File: config.mk
export PLATFORM = sky130hd
export DESIGN_NAME = rs_array
export DESIGN_NICKNAME = d
export VERILOG_FILES = /design/src/rtl/rs_pkg.sv /design/src/rtl/rs_operand_slot.sv /design/src/rtl/rs_datapath.sv /design/src/rtl/rs_control.sv /design/src/rtl/rs_array.sv
export SDC_FILE = /design/constraint.sdc
export NUM_CORES = 1
export LEC_CHECK = 0
export BUFFER_PORTS_ARGS = -buffer_cell sky130_fd_sc_hd__buf_4
export CORE_ASPECT_RATIO = 0.6
export CORE_UTILIZATION = 55
export CTS_CLUSTER_DIAMETER = 120
export DETAILED_ROUTE_END_ITERATION = 8
export GPL_ROUTABILITY_DRIVEN = 0
export PLACE_DENSITY = 0.83
export REMOVE_ABC_BUFFERS = 1
export SYNTH_ARGS = -nofsm -noshare
export SYNTH_HDL_FRONTEND = slang
export SYNTH_HIERARCHICAL = 1
export SYNTH_SLANG_ARGS = --single-unit
File: constraint.sdc
create_clock -name clk -period 3.9 [get_ports clk]
set_input_delay 0.78 -clock clk [delete_from_list [all_inputs] [get_ports clk]]
set_output_delay 0.78 -clock clk [all_outputs]
set_load 0.005 [all_outputs]
File: src/rtl/rs_pkg.sv
package rs_pkg;
  localparam int RS_ENT      = 3;
  localparam int RS_IDX_W    = $clog2(RS_ENT + 1);
  localparam int RS_TAG_W    = 4;
  localparam int RS_DATA_W   = 16;
  localparam int RS_BASE_TAG = 10;

  typedef enum logic [1:0] {
    ST_FREE = 2'd0,
    ST_WAIT = 2'd1,
    ST_EXEC = 2'd2,
    ST_DONE = 2'd3
  } entState_t;

  // strobes from control to datapath
  typedef struct packed {
    logic [RS_ENT-1:0]   issueWe;
    logic                dispGo;
    logic [RS_IDX_W-1:0] dispIdx;
    logic                wbGo;
    logic [RS_IDX_W-1:0] wbIdx;
    logic [RS_IDX_W-1:0] resIdx;
  } rsStrobe_t;
endpackage

File: src/rtl/rs_operand_slot.sv
module rs_operand_slot #(
  parameter int TAG_W  = rs_pkg::RS_TAG_W,
  parameter int DATA_W = rs_pkg::RS_DATA_W
) (
  input  logic              clk,
  input  logic              rstN,
  input  logic              load,
  input  logic [TAG_W-1:0]  srcTag,
  input  logic [DATA_W-1:0] srcData,
  input  logic              cdbValid,
  input  logic [TAG_W-1:0]  cdbTag,
  input  logic [DATA_W-1:0] cdbData,
  output logic [TAG_W-1:0]  curTag,
  output logic [DATA_W-1:0] curVal,
  output logic              ready
);
  logic srcHit;
  logic waitHit;

  assign srcHit  = cdbValid && (srcTag != '0) && (cdbTag == srcTag);
  assign waitHit = cdbValid && (curTag != '0) && (cdbTag == curTag);
  assign ready   = (curTag == '0);

  always_ff @(posedge clk) begin
    if (!rstN) begin
      curTag <= '0;
      curVal <= '0;
    end else if (load) begin
      if (srcTag == '0) begin
        curTag <= '0;
        curVal <= srcData;
      end else if (srcHit) begin
        curTag <= '0;
        curVal <= cdbData;
      end else begin
        curTag <= srcTag;
      end
    end else if (waitHit) begin
      curTag <= '0;
      curVal <= cdbData;
    end
  end

  a_r3_capture: assert property (@(posedge clk) disable iff (!rstN)
    (!load && waitHit) |=> (curTag == '0 && curVal == $past(cdbData)));

  a_r7_issue_bcast: assert property (@(posedge clk) disable iff (!rstN)
    (load && srcHit) |=> (curTag == '0 && curVal == $past(cdbData)));

  a_r2_wait_tag: assert property (@(posedge clk) disable iff (!rstN)
    (load && srcTag != '0 && !srcHit) |=> (curTag == $past(srcTag)));
endmodule

File: src/rtl/rs_datapath.sv
module rs_datapath
  import rs_pkg::*;
#(
  parameter int ENT    = RS_ENT,
  parameter int TAG_W  = RS_TAG_W,
  parameter int DATA_W = RS_DATA_W
) (
  input  logic              clk,
  input  logic              rstN,
  input  rsStrobe_t         strb,
  input  logic [TAG_W-1:0]  srcATag,
  input  logic [DATA_W-1:0] srcAData,
  input  logic [TAG_W-1:0]  srcBTag,
  input  logic [DATA_W-1:0] srcBData,
  input  logic              cdbValid,
  input  logic [TAG_W-1:0]  cdbTag,
  input  logic [DATA_W-1:0] cdbData,
  output logic [ENT-1:0]    opReady,
  output logic [DATA_W-1:0] resultData
);
  logic [TAG_W-1:0]  aTag [ENT];
  logic [TAG_W-1:0]  bTag [ENT];
  logic [DATA_W-1:0] aVal [ENT];
  logic [DATA_W-1:0] bVal [ENT];
  logic [DATA_W-1:0] resVal [ENT];
  logic [ENT-1:0]    aRdy;
  logic [ENT-1:0]    bRdy;
  logic [DATA_W-1:0] pipeA;
  logic [DATA_W-1:0] pipeB;
  logic [DATA_W-1:0] selA;
  logic [DATA_W-1:0] selB;
  logic [DATA_W-1:0] selRes;

  for (genvar e = 0; e < ENT; e++) begin : g_ent
    rs_operand_slot #(.TAG_W(TAG_W), .DATA_W(DATA_W)) i_opA (
      .clk(clk), .rstN(rstN), .load(strb.issueWe[e]),
      .srcTag(srcATag), .srcData(srcAData),
      .cdbValid(cdbValid), .cdbTag(cdbTag), .cdbData(cdbData),
      .curTag(aTag[e]), .curVal(aVal[e]), .ready(aRdy[e])
    );
    rs_operand_slot #(.TAG_W(TAG_W), .DATA_W(DATA_W)) i_opB (
      .clk(clk), .rstN(rstN), .load(strb.issueWe[e]),
      .srcTag(srcBTag), .srcData(srcBData),
      .cdbValid(cdbValid), .cdbTag(cdbTag), .cdbData(cdbData),
      .curTag(bTag[e]), .curVal(bVal[e]), .ready(bRdy[e])
    );
    assign opReady[e] = aRdy[e] && bRdy[e];

    always_ff @(posedge clk) begin
      if (!rstN) begin
        resVal[e] <= '0;
      end else if (strb.wbGo && strb.wbIdx == RS_IDX_W'(e)) begin
        resVal[e] <= pipeA + pipeB;
      end
    end
  end

  // operand and result multiplexers
  always_comb begin
    selA   = '0;
    selB   = '0;
    selRes = '0;
    for (int e = 0; e < ENT; e++) begin
      if (strb.dispIdx == RS_IDX_W'(e)) begin
        selA = aVal[e];
        selB = bVal[e];
      end
      if (strb.resIdx == RS_IDX_W'(e)) begin
        selRes = resVal[e];
      end
    end
  end

  // adder stage one: operand register
  always_ff @(posedge clk) begin
    if (!rstN) begin
      pipeA <= '0;
      pipeB <= '0;
    end else if (strb.dispGo) begin
      pipeA <= selA;
      pipeB <= selB;
    end
  end

  assign resultData = selRes;

  a_r10_single_issue: assert property (@(posedge clk) disable iff (!rstN)
    $onehot0(strb.issueWe));
endmodule

File: src/rtl/rs_control.sv
module rs_control
  import rs_pkg::*;
#(
  parameter int ENT      = RS_ENT,
  parameter int TAG_W    = RS_TAG_W,
  parameter int BASE_TAG = RS_BASE_TAG
) (
  input  logic                clk,
  input  logic                rstN,
  input  logic                issueValid,
  input  logic [RS_IDX_W-1:0] issueSlot,
  input  logic [ENT-1:0]      opReady,
  input  logic                resultGrant,
  output rsStrobe_t           strb,
  output logic                issueAccept,
  output logic                stationFull,
  output logic                dispValid,
  output logic [TAG_W-1:0]    dispTag,
  output logic                resultValid,
  output logic [TAG_W-1:0]    resultTag
);
  entState_t           entState [ENT];
  logic [ENT-1:0]      canGo;
  logic [ENT-1:0]      isDone;
  logic [ENT-1:0]      isBusy;
  logic                slotFree;
  logic                dispGo;
  logic [RS_IDX_W-1:0] dispIdx;
  logic                doneAny;
  logic [RS_IDX_W-1:0] doneIdx;
  logic                grantGo;
  logic                pipeV;
  logic [RS_IDX_W-1:0] pipeIdx;

  for (genvar e = 0; e < ENT; e++) begin : g_flags
    assign canGo[e]  = (entState[e] == ST_WAIT) && opReady[e];
    assign isDone[e] = (entState[e] == ST_DONE);
    assign isBusy[e] = (entState[e] != ST_FREE);
  end

  always_comb begin
    slotFree = 1'b0;
    for (int e = 0; e < ENT; e++) begin
      if (issueSlot == RS_IDX_W'(e) && !isBusy[e]) slotFree = 1'b1;
    end
  end

  assign issueAccept = issueValid && slotFree;
  assign stationFull = &isBusy;

  // lowest index wins: scan downward, last hit kept
  always_comb begin
    dispGo  = 1'b0;
    dispIdx = '0;
    doneAny = 1'b0;
    doneIdx = '0;
    for (int e = ENT - 1; e >= 0; e--) begin
      if (canGo[e]) begin
        dispGo  = 1'b1;
        dispIdx = RS_IDX_W'(e);
      end
      if (isDone[e]) begin
        doneAny = 1'b1;
        doneIdx = RS_IDX_W'(e);
      end
    end
  end

  assign grantGo = doneAny && resultGrant;

  always_ff @(posedge clk) begin
    if (!rstN) begin
      pipeV   <= 1'b0;
      pipeIdx <= '0;
    end else begin
      pipeV   <= dispGo;
      pipeIdx <= dispIdx;
    end
  end

  for (genvar e = 0; e < ENT; e++) begin : g_state
    always_ff @(posedge clk) begin
      if (!rstN) begin
        entState[e] <= ST_FREE;
      end else if (issueAccept && issueSlot == RS_IDX_W'(e)) begin
        entState[e] <= ST_WAIT;
      end else if (dispGo && dispIdx == RS_IDX_W'(e)) begin
        entState[e] <= ST_EXEC;
      end else if (pipeV && pipeIdx == RS_IDX_W'(e)) begin
        entState[e] <= ST_DONE;
      end else if (grantGo && doneIdx == RS_IDX_W'(e)) begin
        entState[e] <= ST_FREE;
      end
    end
  end

  always_comb begin
    for (int e = 0; e < ENT; e++) begin
      strb.issueWe[e] = issueAccept && (issueSlot == RS_IDX_W'(e));
    end
  end
  assign strb.dispGo  = dispGo;
  assign strb.dispIdx = dispIdx;
  assign strb.wbGo    = pipeV;
  assign strb.wbIdx   = pipeIdx;
  assign strb.resIdx  = doneIdx;

  assign dispValid   = dispGo;
  assign dispTag     = TAG_W'(BASE_TAG + int'(dispIdx));
  assign resultValid = doneAny;
  assign resultTag   = TAG_W'(BASE_TAG + int'(doneIdx));

  a_r4_dispatch_ready: assert property (@(posedge clk) disable iff (!rstN)
    dispGo |-> opReady[dispIdx]);

  a_r6_pipe_follows: assert property (@(posedge clk) disable iff (!rstN)
    dispGo |=> (pipeV && pipeIdx == $past(dispIdx)));

  a_r8_offer_holds: assert property (@(posedge clk) disable iff (!rstN)
    (doneAny && !resultGrant) |=> doneAny);

  a_r9_full_refuses: assert property (@(posedge clk) disable iff (!rstN)
    (issueValid && stationFull) |-> !issueAccept);
endmodule

File: src/rtl/rs_array.sv
module rs_array
  import rs_pkg::*;
(
  input  logic                 clk,
  input  logic                 rstN,
  input  logic                 issueValid,
  input  logic [RS_IDX_W-1:0]  issueSlot,
  input  logic [RS_TAG_W-1:0]  srcATag,
  input  logic [RS_DATA_W-1:0] srcAData,
  input  logic [RS_TAG_W-1:0]  srcBTag,
  input  logic [RS_DATA_W-1:0] srcBData,
  output logic                 issueAccept,
  output logic                 stationFull,
  input  logic                 cdbValid,
  input  logic [RS_TAG_W-1:0]  cdbTag,
  input  logic [RS_DATA_W-1:0] cdbData,
  output logic                 dispValid,
  output logic [RS_TAG_W-1:0]  dispTag,
  output logic                 resultValid,
  output logic [RS_TAG_W-1:0]  resultTag,
  output logic [RS_DATA_W-1:0] resultData,
  input  logic                 resultGrant
);
  rsStrobe_t         strb;
  logic [RS_ENT-1:0] opReady;

  rs_control #(.ENT(RS_ENT), .TAG_W(RS_TAG_W), .BASE_TAG(RS_BASE_TAG)) i_ctrl (
    .clk(clk), .rstN(rstN),
    .issueValid(issueValid), .issueSlot(issueSlot),
    .opReady(opReady), .resultGrant(resultGrant),
    .strb(strb), .issueAccept(issueAccept), .stationFull(stationFull),
    .dispValid(dispValid), .dispTag(dispTag),
    .resultValid(resultValid), .resultTag(resultTag)
  );

  rs_datapath #(.ENT(RS_ENT), .TAG_W(RS_TAG_W), .DATA_W(RS_DATA_W)) i_dp (
    .clk(clk), .rstN(rstN), .strb(strb),
    .srcATag(srcATag), .srcAData(srcAData),
    .srcBTag(srcBTag), .srcBData(srcBData),
    .cdbValid(cdbValid), .cdbTag(cdbTag), .cdbData(cdbData),
    .opReady(opReady), .resultData(resultData)
  );
endmodule

## After elaboration in Yosys (flattened, before gate mapping)

Memory sizes are Yosys's and may differ from the RTL's.
Index checks and enable logic that the tools add are counted.

- $add $sub $neg: 3
- Bitwise gates (word level): 15
- Equal/unequal tests: 28
- Reduce and logical (&&, ||, !) cells: 78
- Mux-type cells: 132

Operator list:

| cell | count |
|---|---|
| $mux W16 | 28 |
| $mux W1 | 70 |
| $mux W4 | 16 |
| $logic_and A1 B1 Y1 | 39 |
| $mux W2 | 18 |
| $eq A4 B4 Y1 | 8 |
| $logic_not A4 Y1 | 8 |
| $reduce_bool A4 Y1 | 8 |
| $reduce_bool A2 Y1 | 9 |
| $add A16 B16 Y16 | 1 |
| $ne A3 B1 Y1 const B | 5 |
| $or A1 B1 Y1 | 15 |
| $eq A2 B1 Y1 const B | 7 |
| $eq A2 B2 Y1 const B | 7 |
| $reduce_and A2 Y1 | 6 |
| $add A4 B2 Y4 const A | 2 |
| $logic_not A2 Y1 | 4 |
| $logic_not A1 Y1 | 3 |
| $ne A3 B3 Y1 const B | 1 |
| $reduce_and A3 Y1 | 1 |

- Output and inout port bits: 28
- Register bits: 155
- Memories kept: 2
- Logic and storage cells: 274
- RAM bits: 54
- Input port bits: 67

Memory list:

| memory | words | width | read ports | clocked after Yosys merged registers in | wr ports | line | RTL |
|---|---|---|---|---|---|---|---|
| i_dp.resVal | 3 | 16 | 3 | 0 | 3 | rs_datapath.sv:25 | `logic [DATA_W-1:0] resVal [ENT];` |
| i_ctrl.entState | 3 | 2 | 3 | 0 | 3 | rs_control.sv:22 | `entState_t entState [ENT];` |

## Depth between registers and ports, before layout

- Depth in word-level cells: 15
- Gate-level depth with buffers: 12
- Gate-level depth less buffers: 8

## Cells and area by module

Netlist, hierarchy kept.

By module, submodules not included:

| module | cells each | seq. area each (µm²) | area an instance (µm²) | instances |
|---|---|---|---|---|
| rs_operand_slot | 107 | 400.4 | 1,079.8 | 6 |
| rs_datapath | 487 | 2,082.0 | 4,838.4 | 1 |
| rs_control | 70 | 240.2 | 651.9 | 1 |

## Worst setup path before layout

Ideal clock, no wire load.

- Path type: register to output
- From: memory i_ctrl/entState[0][0] (netlist bit)
- To: output port resultData[10]
- Path slack: 1,286 ps
- Data required time: 3,120 ps
- Data arrival time: 1,834 ps
- Buffers on the path: 3
- Stages on the path, launching flop included: 9
- Cells stage by stage: edfxtp_1 a22oi_1 and3_1 buf_4 nor2b_1 clkbuf_1 clkbuf_1 nand2_1 o21ai_0

RTL lines:

| item | line | RTL |
|---|---|---|
| start: declaration | rs_control.sv:22 |  |
| end: declaration | rs_array.sv:21 | `output logic [RS_DATA_W-1:0] resultData,` |

==> summary.json <==
{
  "cts": {
    "tritoncts.num_buffers": 21,
    "post_cts_resized": 0,
    "worst_skew_pair_later_pin_latency_ns": 0.51,
    "cts.htree.levels": 1,
    "cts_setup_buffers": 0,
    "clockRootBuffer": "clkbuf_16",
    "cts_sinks": 209,
    "cts.hold.buffers_added": 0,
    "cts_max_path_buffers": 3,
    "cts.reportedPaths.clkPinSlew_ns": 0.06,
    "tritoncts": "yes"
  },
  "logic_synthesis": {
    "synth_async_sr_flop_share_pct": 0,
    "synthesized_cell_area_sq_mm": 0.01197,
    "syn-instance-count": 1199,
    "synth_cell_type_count": 74,
    "synth_edf_count": 54,
    "synth_ff_type": "dfxtp_1",
    "yosys_register_bits": 209,
    "seq_area_frac_synth_pct": 39.47,
    "postSynthAreaPerCell_sq_um": 9.982,
    "synth_warnings": 6
  },
  "floorplanning": {
    "initial_utilization_pct": 56.49,
    "floorplan.die.height_um": 116.3,
    "floorplan.die_area_sq_mm": 0.02237,
    "rows": 41,
    "core_sq_mm": 0.02119,
    "die_w_um": 192.4,
    "design.portCount": 95
  },
  "route": {
    "detail_route.wl_per_cell_um": 20.64,
    "dr.first_iter.drc_count": 1038,
    "num_vias": 9919,
    "routed-wl-met2_um": 13230,
    "remaining_drc_errors": 28,
    "wl_um": 31660,
    "antenna_left": 0,
    "routed_via_density": 6.466,
    "detailedRoute.firstPassIterationCount": 7,
    "uppermost_routed_layer": "met4",
    "routed-wl-met3_um": 2710,
    "detail_route.wirelength.met1_um": 15230
  },
  "layout": {
    "stdcell_area_sq_mm": 0.01338,
    "utilization_after_layout_pct": 63.14,
    "finish.net_count": 1323,
    "layout-area-overhead-vs-synth_pct": 11.76,
    "drive_above_1_share_pct": 15.47
  },
  "global_route": {
    "grtUsageTotal_pct": 28.26,
    "antenna_found_initial": 1,
    "grt_first_pass_wirelength_um": 50120,
    "grt-ovfl-total": 0,
    "grt_pass1_vias": 9108,
    "grt_max_degree": 131
  },
  "power": {
    "power.static_leakage_nw": 5.922,
    "max-vdd-ir-drop_mv": 0.3830,
    "pwr_density_cell_mw_per_mm2": 513.9
  },
  "setup_path": {
    "timing.critical_path.slowest_cell_delay_ns": 0.49,
    "worstPathBufferInverterCount": 3,
    "crit_path_top_delay_cell": "edfxtp_1",
    "cpLargestDelayFamily": "buffers and inverters",
    "crit_chain": "a22oi_1 > and3_1 > buf_4 > nor2b_1 > buf_4 > nand2_1 > o21ai_0 > buf_4",
    "critPathMostFrequentCell": "buf_4",
    "setup.worst_path.end_class": "primary output",
    "worstPathArrival_ns": 2.50,
    "timing.critical_path.fanout_max": 19,
    "critPathLaunchType": "register",
    "setup.worst_path.class": "register to primary output",
    "required_ns": 3.12,
    "worst-r2r-setup-slack_ns": 0.77
  },
  "sta": {
    "timing.setup.tns_ns": 0,
    "clock.fmax_mhz": 304.7,
    "tightest_slew_ns": 1.125,
    "rsz0062_at_grt": "false",
    "period_minus_slack_ns": 3.282,
    "final_worst_path_period_share_pct": 84.16,
    "final_max_slew_viol_count": 0,
    "max_slew_margin_pct": 24.98,
    "finClkSkew_ns": 0.02506,
    "timing.final.setup_violations": 0,
    "final_hold_viol_count": 0
  },
  "placement": {
    "placement.cell_area_sq_mm": 0.01271,
    "io_buffers": 92,
    "hpwlAfterDp_um": 21930
  },
  "outcome": {
    "outcome": "finished with violations",
    "violations_in_the_final_reports": "DRC"
  },
  "min_path": {
    "hp-class": "register to register"
  },
  "run": {
    "maxCapViolations": 0
  }
}
## report_power, final
group	internal [W]	switching (W)	total (W)	leakage [nW]
logic	0.000866	0.00130	0.00216	3.77
registers	0.00252	0.000182	0.00271	1.83
clock network	0.00114	0.000861	0.00200	0.328
total	0.00453	0.00234	0.00687	5.92
## per-stage QoR
step / hold slack (ns) / total power [W] / setup slack (ns) / cells
finish: 0.4872 / 0.006874 / 0.6177 / 1534
global route: 0.5016 / 0.007199 / 0.4748 / 1533
CTS: 0.4907 / 0.006858 / 0.6282 / 1533
detailed placement: 0.4751 / 0.004866 / 0.5780 / 1496
global placement: 0.4683 / 0.004805 / 0.6857 / 1496
floorplan: 0.4578 / 0.004122 / -0.5811 / 1104
## placed cells by master (no fill, tap or decap), types with 6 or more instances in the layout
| cell | synthesis | final |
|---|---|---|
| nand2_1 | 185 | 185 |
| dfxtp_1 | 155 | 155 |
| mux2i_1 | 147 | 147 |
| buf_4 | 8 | 111 |
| o221a_1 | 96 | 96 |
| edfxtp_1 | 54 | 54 |
| nor2_1 | 45 | 44 |
| o211ai_1 | 35 | 35 |
| o211a_1 | 33 | 33 |
| xor2_1 | 33 | 33 |
| o21ai_0 | 30 | 28 |
| nor2b_1 | 29 | 28 |
| a32oi_1 | 24 | 24 |
| nor3_1 | 22 | 22 |
| clkbuf_16 | 0 | 21 |
| inv_1 | 14 | 15 |
| ha_1 | 15 | 15 |
| nor4_1 | 13 | 13 |
| xnor2_1 | 13 | 13 |
| and2_1 | 10 | 10 |
| o21ai_1 | 8 | 10 |
| nand4_1 | 9 | 9 |
| nor3b_1 | 8 | 8 |
| a21oi_1 | 8 | 8 |
| nand2_2 | 7 | 7 |
| and3_1 | 6 | 6 |
| o21a_1 | 6 | 6 |
| nor3_2 | 6 | 6 |
| o31ai_1 | 6 | 6 |
| or2_0 | 6 | 6 |
| a41oi_2 | 0 | 6 |
| or4_4 | 6 | 6 |
| a31o_4 | 6 | 6 |
| and2b_1 | 6 | 6 |
## Yosys cell counts, types with 14 or more instances
cell type / number / area, sq um
a32oi_1: 24 / 210.2
buf_2: 20 / 100.1
clkbuf_1: 52 / 195.2
dfxtp_1: 155 / 3103
edfxtp_1: 54 / 1622
ha_1: 15 / 187.7
inv_1: 14 / 52.55
mux2i_1: 147 / 1471
nand2_1: 185 / 694.4
nor2_1: 45 / 168.9
nor2b_1: 29 / 181.4
nor3_1: 22 / 110.1
o211a_1: 33 / 330.3
o211ai_1: 35 / 262.8
o21ai_0: 30 / 150.1
o221a_1: 96 / 1081
xor2_1: 33 / 289.0
## registers in the layout, summed over array words and instances (netlist names), 6 cells and up
name                     cells
i_dp/g_ent.i_opA/curTag     12
i_ctrl/entState              6
i_dp/g_ent.i_opB/curTag     12
i_dp/pipeB                  16
i_dp/g_ent.i_opA/curVal     48
i_dp/pipeA                  16
i_dp/resVal                 48
i_dp/g_ent.i_opB/curVal     48
## metal layers
metal / up-vias / GRT usage [%]
met4: 0 / 5.879
met3: 45 / 4.778
met2: 431 / 41.87
met5: - / 0
li1: 4601 / -
met1: 4842 / 42.92
## path summary, 6_finish.rpt
path                                                 endpoint             startpoint  cells past startpoint
worst min-delay path                            i_dp/pipeB[2]          i_dp/pipeB[2]                      1
worst max-delay path                           resultData[14]  i_ctrl/entState[0][0]                      8
worst min register to register                  i_dp/pipeB[2]          i_dp/pipeB[2]                      1
worst max register to register  i_dp/g_ent[1].i_opB/curVal[7]  i_ctrl/entState[1][1]                      6
## layout make-up
cell class	instances	area, sq um
Fill cell	1697	7810
Multi-Input combinational cell	881	6713
Sequential cell	209	4725
Timing Repair Buffer	113	873.3
Clock buffer	26	554.3
Tap cell	279	349.1
Clock inverter	11	107.6
Inverter	14	52.55
Antenna cell	1	2.502
## cells by family (layout without fill, tap and decap cells)
| logic type | Yosys count | count (layout) | synth area share, % |
|---|---|---|---|
| AND/OR/NAND/NOR | 384 | 384 | 16.15 |
| AO/OA/AOI/OAI | 286 | 286 | 21.97 |
| flip-flops | 209 | 209 | 39.47 |
| multiplexers | 147 | 147 | 12.29 |
| buffers and inverters | 110 | 164 | 4.976 |
| XOR/XNOR | 46 | 46 | 3.366 |
| adder cells (fa/ha/maj) | 16 | 16 | 1.735 |
| other | 1 | 3 | 0.03133 |
Note: power is estimated with default switching activity, not from simulation.
